File: config.mk
export PLATFORM = sky130hd
export DESIGN_NAME = ext_irq_ctrl
export DESIGN_NICKNAME = d
export VERILOG_FILES = /design/src/rtl/ext_irq_ctrl.sv
export SDC_FILE = /design/constraint.sdc
export NUM_CORES = 1
export LEC_CHECK = 0
export ABC_AREA = 1
export BUFFER_PORTS_ARGS = -buffer_cell sky130_fd_sc_hd__buf_4
export CAP_MARGIN = 10
export CORE_AREA = 3 3 97 99
export CTS_CLUSTER_SIZE = 16
export DETAILED_ROUTE_END_ITERATION = 8
export DIE_AREA = 0 0 100 102
export PLACE_DENSITY = 0.58
export SYNTH_ARGS = -nofsm -noshare
export SYNTH_HDL_FRONTEND = slang
export SYNTH_SLANG_ARGS = --single-unit
File: constraint.sdc
create_clock -name clk -period 2.05 [get_ports clk]
set_input_delay 0.1025 -clock clk [delete_from_list [all_inputs] [get_ports clk]]
set_output_delay 0.1025 -clock clk [all_outputs]
set_load 0.01 [all_outputs]
File: src/rtl/ext_irq_ctrl.sv
module ext_irq_ctrl (
  input  logic       clk,
  input  logic       rst_n,
  input  logic [1:0] reg_addr,
  input  logic       reg_wr,
  input  logic [7:0] reg_wdata,
  output logic [7:0] reg_rdata,
  input  logic [7:0] pad_in,
  input  logic [7:0] pad_oe,
  input  logic [7:0] pad_out,
  input  logic       gie,
  input  logic       ack_valid,
  input  logic [2:0] ack_index,
  output logic       irq_valid,
  output logic [2:0] irq_index
);
  localparam int N = 8;

  logic [N-1:0]   sense_lo, sense_hi, mask_q, flag_q;
  logic [N-1:0]   sync1, sync2, prev;
  logic [2*N-1:0] sense, sense_nxt;
  logic [N-1:0]   pin_eff, rise, fall;
  logic [N-1:0]   set_evt, lvl, lvl_nxt, clr, flag_nxt, pend;

  assign pin_eff = (pad_oe & pad_out) | (~pad_oe & pad_in);
  assign rise    = sync2 & ~prev;
  assign fall    = ~sync2 & prev;
  assign sense   = {sense_hi, sense_lo};

  always_ff @(posedge clk or negedge rst_n) begin
    if (!rst_n) begin
      sync1 <= '0;
      sync2 <= '0;
      prev  <= '0;
    end else begin
      sync1 <= pin_eff;
      sync2 <= sync1;
      prev  <= sync2;
    end
  end

  always_comb begin
    sense_nxt = sense;
    if (reg_wr && reg_addr == 2'd0) sense_nxt[7:0]  = reg_wdata;
    if (reg_wr && reg_addr == 2'd1) sense_nxt[15:8] = reg_wdata;
  end

  always_comb begin
    for (int i = 0; i < N; i++) begin
      lvl[i]     = (sense[2*i +: 2] == 2'b00);
      lvl_nxt[i] = (sense_nxt[2*i +: 2] == 2'b00);
      case (sense[2*i +: 2])
        2'b01:   set_evt[i] = rise[i] | fall[i];
        2'b10:   set_evt[i] = fall[i];
        2'b11:   set_evt[i] = rise[i];
        default: set_evt[i] = 1'b0;
      endcase
    end
  end

  assign clr = ((reg_wr && reg_addr == 2'd3) ? reg_wdata : '0)
             | (ack_valid ? (8'd1 << ack_index) : '0);
  assign flag_nxt = ~lvl_nxt & (set_evt | (flag_q & ~clr));

  always_ff @(posedge clk or negedge rst_n) begin
    if (!rst_n) begin
      sense_lo <= '0;
      sense_hi <= '0;
      mask_q   <= '0;
      flag_q   <= '0;
    end else begin
      sense_lo <= sense_nxt[7:0];
      sense_hi <= sense_nxt[15:8];
      if (reg_wr && reg_addr == 2'd2) mask_q <= reg_wdata;
      flag_q <= flag_nxt;
    end
  end

  assign pend      = mask_q & ((lvl & ~sync2) | (~lvl & flag_q));
  assign irq_valid = gie & (|pend);

  always_comb begin
    irq_index = '0;
    for (int i = N - 1; i >= 0; i--)
      if (pend[i]) irq_index = 3'(i);
  end

  always_comb begin
    case (reg_addr)
      2'd0:    reg_rdata = sense_lo;
      2'd1:    reg_rdata = sense_hi;
      2'd2:    reg_rdata = mask_q;
      default: reg_rdata = flag_q;
    endcase
  end
endmodule

==> Word level (Yosys, flattened, before mapping) <==
Cells that the tools add are included.
{ "classes": {"n_reduce_logical": 22, "shifts": 1, "bitwise": 28, "n_mux": 21, "eq_ne": 27} }
{ "ops": {"columns": ["cell", "count"], "rows": [
  ["AND 8 bit", 9],
  ["inverter 8 bit", 6],
  ["equality test 2 bit (second input constant)", 18],
  ["logical NOT 2 bit", 17],
  ["2-to-1 mux 8 bit", 4],
  ["OR 8 bit", 4],
  ["2-to-1 mux 3 bit", 8],
  ["one-hot mux 1 bit (3 select lines)", 8],
  ["one-hot mux 8 bit (3 select lines)", 1],
  ["equality test 2 x 1 -> 1 bit (second input constant)", 9],
  ["OR 1 bit", 8],
  ["OR reduction 8 bit", 1],
  ["<< shifter 1 x 3 -> 8 bit (first input constant)", 1],
  ["logical AND 1 bit", 4],
  ["AND 1 bit", 1]
]} }
{ "totals": {"register_bits": 56, "out_inout_bits": 12, "wordCells": 106} }

==> Logic depth before layout (Yosys ltp) <==
{ "logic_depth": {"depth_word": 13, "depth_mapped": 10, "mapped_depth_nobuf": 10} }

==> Worst setup path before layout <==
OpenSTA, ideal clock, no wires.
{ "synth_path": {"path_type": "reg2out", "start": "register sense_hi[6]", "end": "output port irq_valid", "stages_incl_launch_ff": 6, "arrival_ns": 1.171, "path_buffers": 0, "path_slack_ns": 0.777, "required_ns": 1.947, "cell_sequence": "dfrtp_1 nor2_1 nor2_1 o21ai_0 nor2_1 a21boi_0"} }
{ "synth_between": {"elab_chain_cells": 7, "elab_cells_between_ends": 8, "cone_classes": "bitwise (6); reduce/logical (2)"} }
{ "synth_rtl": {"columns": ["element", "line_no", "rtl"], "rows": [
  ["start: declaration", "19", "logic [N-1:0] sense_lo, sense_hi, mask_q, flag_q;"],
  ["start signal: assignment", "73", "sense_hi <= sense_nxt[15:8];"],
  ["logical NOT 2 bit *", "50", "lvl[i] = (sense[2*i +: 2] == 2'b00);"],
  ["inverter 8 bit", "79", "assign pend = mask_q & ((lvl & ~sync2) | (~lvl & flag_q));"],
  ["AND 8 bit", "79", null],
  ["OR 8 bit *", "79", null],
  ["AND 8 bit *", "79", null],
  ["OR reduction 8 bit *", "80", "assign irq_valid = gie & (|pend);"],
  ["AND 1 bit *", "80", null],
  ["end: declaration", "14", "output logic irq_valid,"]
]} }
Mark *: on every way between the ends. The rest lies on a longest branch, timed or not.

==> Final worst setup path <==
Ends and elaborated chain as after synthesis.

==> impl_results.md <==
* FF/Latch Area at roughly 0.0014 mm2
* Sequential area share after synthesis at 0.467
* Hold_sp: pad_in[0]
* Slew Limit Fails at 0
* Vias in the first global route at 2402
* Core area at 0.00864 mm2
* Worst Path Max Fanout at 5
* Row count at 34
* CTS tree: yes
* P per Cell Area at 782 mW/mm2
* Syn_area_per_cell at 8.90 um2
* Layout area overhead at 19.7%
* Wire length per cell at 14.4 um
* GRT overflow at 0
* Largest net degree at the start of global routing at 57
* YS warnings at 0
* P_leak at around 0.0018 uW
* # IOs at 54
* Worst min path class: in2reg
* Cells along the critical path: nor2_1 > nor2_1 > o21ai_0 > nor2_1 > a21boi_0 > buf_4
* Die area at just over 0.01 mm2
* Fill count at approximately 920
* Clk slew on worst S/H paths at roughly 0.1 ns
* #FFs+latches synth at 56
* Postcts setup bufs at 0
* Critical R2R Launch: sync2[3]
* Die width at approximately 100 um
* Total CTS buffers at 5
* Clk sink count at 56
* Hold EP: sync1[0]
* Total Routing Usage GR at 0.149
* TritonRoute pass-1 iters at 4
* Clock period minus worst slack at approximately 1.8 ns
* Setup tns final at 0 ns
* Area of the multi-input gates at roughly 0.0013 mm2
* Post-synth ARST share at 1.00
* Post-synthesis net count at approximately 400
* Clock tree buffer depth at 2
* Worst r2r dst: flag_q[3]
* Slew headroom at 0.519
* Final hold viol count at 0
* WP data required at a little under 2 ns
* Setup crit end kind: output port
* Crit start category: flip-flop
* DRC viols at 0
* Reg2reg setup slack at 0.73 ns
* Slowest Stage Delay on Critical Path at about 0.44 ns
* Most used DFF post-synth: dfrtp_1
* Die height at approximately 100 um
* Number of flops mapped to enable cells by yosys at 0
* Outcome: finished, final reports clean
* Root Buffer: clkbuf_8
* Yosys top cell by area: dfrtp_1
* Starting DRT DRC Count at approximately 140
* Crit share post-route at 0.857
* WP buf/inv at 1
* Synth unique cells at 28
* Worst path slowest cell: dfrtp_1
* Proportion of netlist area held by the largest area contributor at 0.467
* Number of setup violations in the final report at 0
* Detailed Place HPWL at about 5700 um
* Max Cap Viol at 0
* WP data arrival at 1.65 ns
* Top-count cell post-synth: inv_1
* RSZ-0062 raised after global routing: false
* Worst-Margin Slew at 0.722 ns
* Input/output buffers at between 50 and 60
* F_max at approximately 0.57 GHz
* Initial Utilization at 0.347
* CTS H-tree lvls at 2
* Crit path max-delay family: flip-flops
* Share of cells above drive strength 1 at 0.263
* Worst VDD drop at 399 uV
* Final antenna-violating net count at 0
* # nets final at about 450
* Final wirelength at between 7000 and 8000 um
* Initial antenna violation count at 0
* Vias at 2448
* Post-Route Skew at 0.0102 ns
* Global-route wire length before repair at approximately 12000 um
* Synth cell count leaders: 59 x inv_1, 56 x dfrtp_1, 56 x nand2_1, 21 x o21ai_1, 20 x nor2_1
* Hold Path Stages at 2
* Worst hold margin at approximately 0.019 ns
* Diode count at 0
* Cells after Synth at approximately 340
* Kind of critical path: reg2out
* Clock Latency Late Sink at between 0.3 and 0.4 ns
* Crit path top cell by count: nor2_1
* Cell Area, Synth at ~0.003 mm2
* R2R depth at 7
* RePlAce Congestion at slightly below 0.9
* Routed vias/inst at a little under 5
* Dominant cells by area after synthesis: dfrtp_1 47%, inv_1 7.4%, nand2_1 7.0%
worst max path at each step:
stage / end / depth (start not counted) / slack [ns] / start
CTS: irq_valid / 6 / 0.28 / sense_hi[6]
global placement: irq_valid / 6 / 0.64 / sense_hi[6]
finish: irq_valid / 6 / 0.29 / sense_hi[6]
detailed placement: irq_valid / 7 / 0.63 / sense_hi[5]
floorplan: irq_valid / 5 / 0.78 / sense_hi[6]
global route: irq_index[0] / 9 / 0.12 / sense_hi[2]
cells in the final DEF (no fill, tap or decap), types with 8 or more instances in the layout:
cell type and n:
nand2_1 56, nor2_1 20, ha_1 16, nand3_1 18, o21ai_2 14, mux2_2 8, o21ai_0 17, inv_1 59
o21ai_1 21, nand2_2 9, dfrtp_1 56, buf_4 53
state kept, by name (all words and copies together) (netlist names):
signal    flops
sync1         8
prev          8
sense_lo      8
flag_q        8
sense_hi      8
sync2         8
mask_q        8
area by class of cell:
class,count,share of cell area
inverter,64,0.0669
timing repair buffer,54,0.114
tap,108,0.0376
sequential,56,0.390
multi-input combinational,214,0.369
clock buffer,5,0.0192
clock inverter,2,0.00349
metrics by stage:
step / util / cells / cell area, um2 / setup WS (ns) / total power (uW)
final: 0.416 / 503 / 3590 / 0.293 / 2810
after detailed placement: 0.405 / 495 / 3500 / 0.633 / 2250
after CTS: 0.416 / 503 / 3590 / 0.284 / 2850
after global placement: 0.405 / 495 / 3500 / 0.644 / 2230
after floorplan: - / 337 / 3000 / 0.777 / 1900
after global routing: 0.416 / 503 / 3590 / 0.122 / 3020
power breakdown:
| part | total [uW] | switching (uW) | internal [uW] | leakage (uW) |
|---|---|---|---|---|
| logic | 828 | 461 | 367 | 0.00111 |
| registers | 1390 | 134 | 1260 | 0.000685 |
| clock network | 589 | 357 | 233 | 0.0000400 |
| total | 2810 | 951 | 1860 | 0.00183 |
layer usage:
layer | track usage | share of wire
met1 | 0.201 | 0.46
met2 | 0.254 | 0.49
met3 | 0.0287 | 0.042
met4 | 0.0249 | 0.0062
met5 | 0 | 0
cells by family after synthesis:
family                     synth area share
and+or+nand+nor                       0.166
AOI/OAI and AO/OA                     0.178
buffers and inverters                0.0914
DFF                                   0.467
adders and majority gates            0.0667
muxes                                0.0300
repair_timing:
action,in CTS,in global routing
resized for setup,0,0
hold buffers,1,0
hold endpoints to repair,56,0
setup endpoints to repair,0,0
No activity file was read; power rests on OpenSTA's default activity.
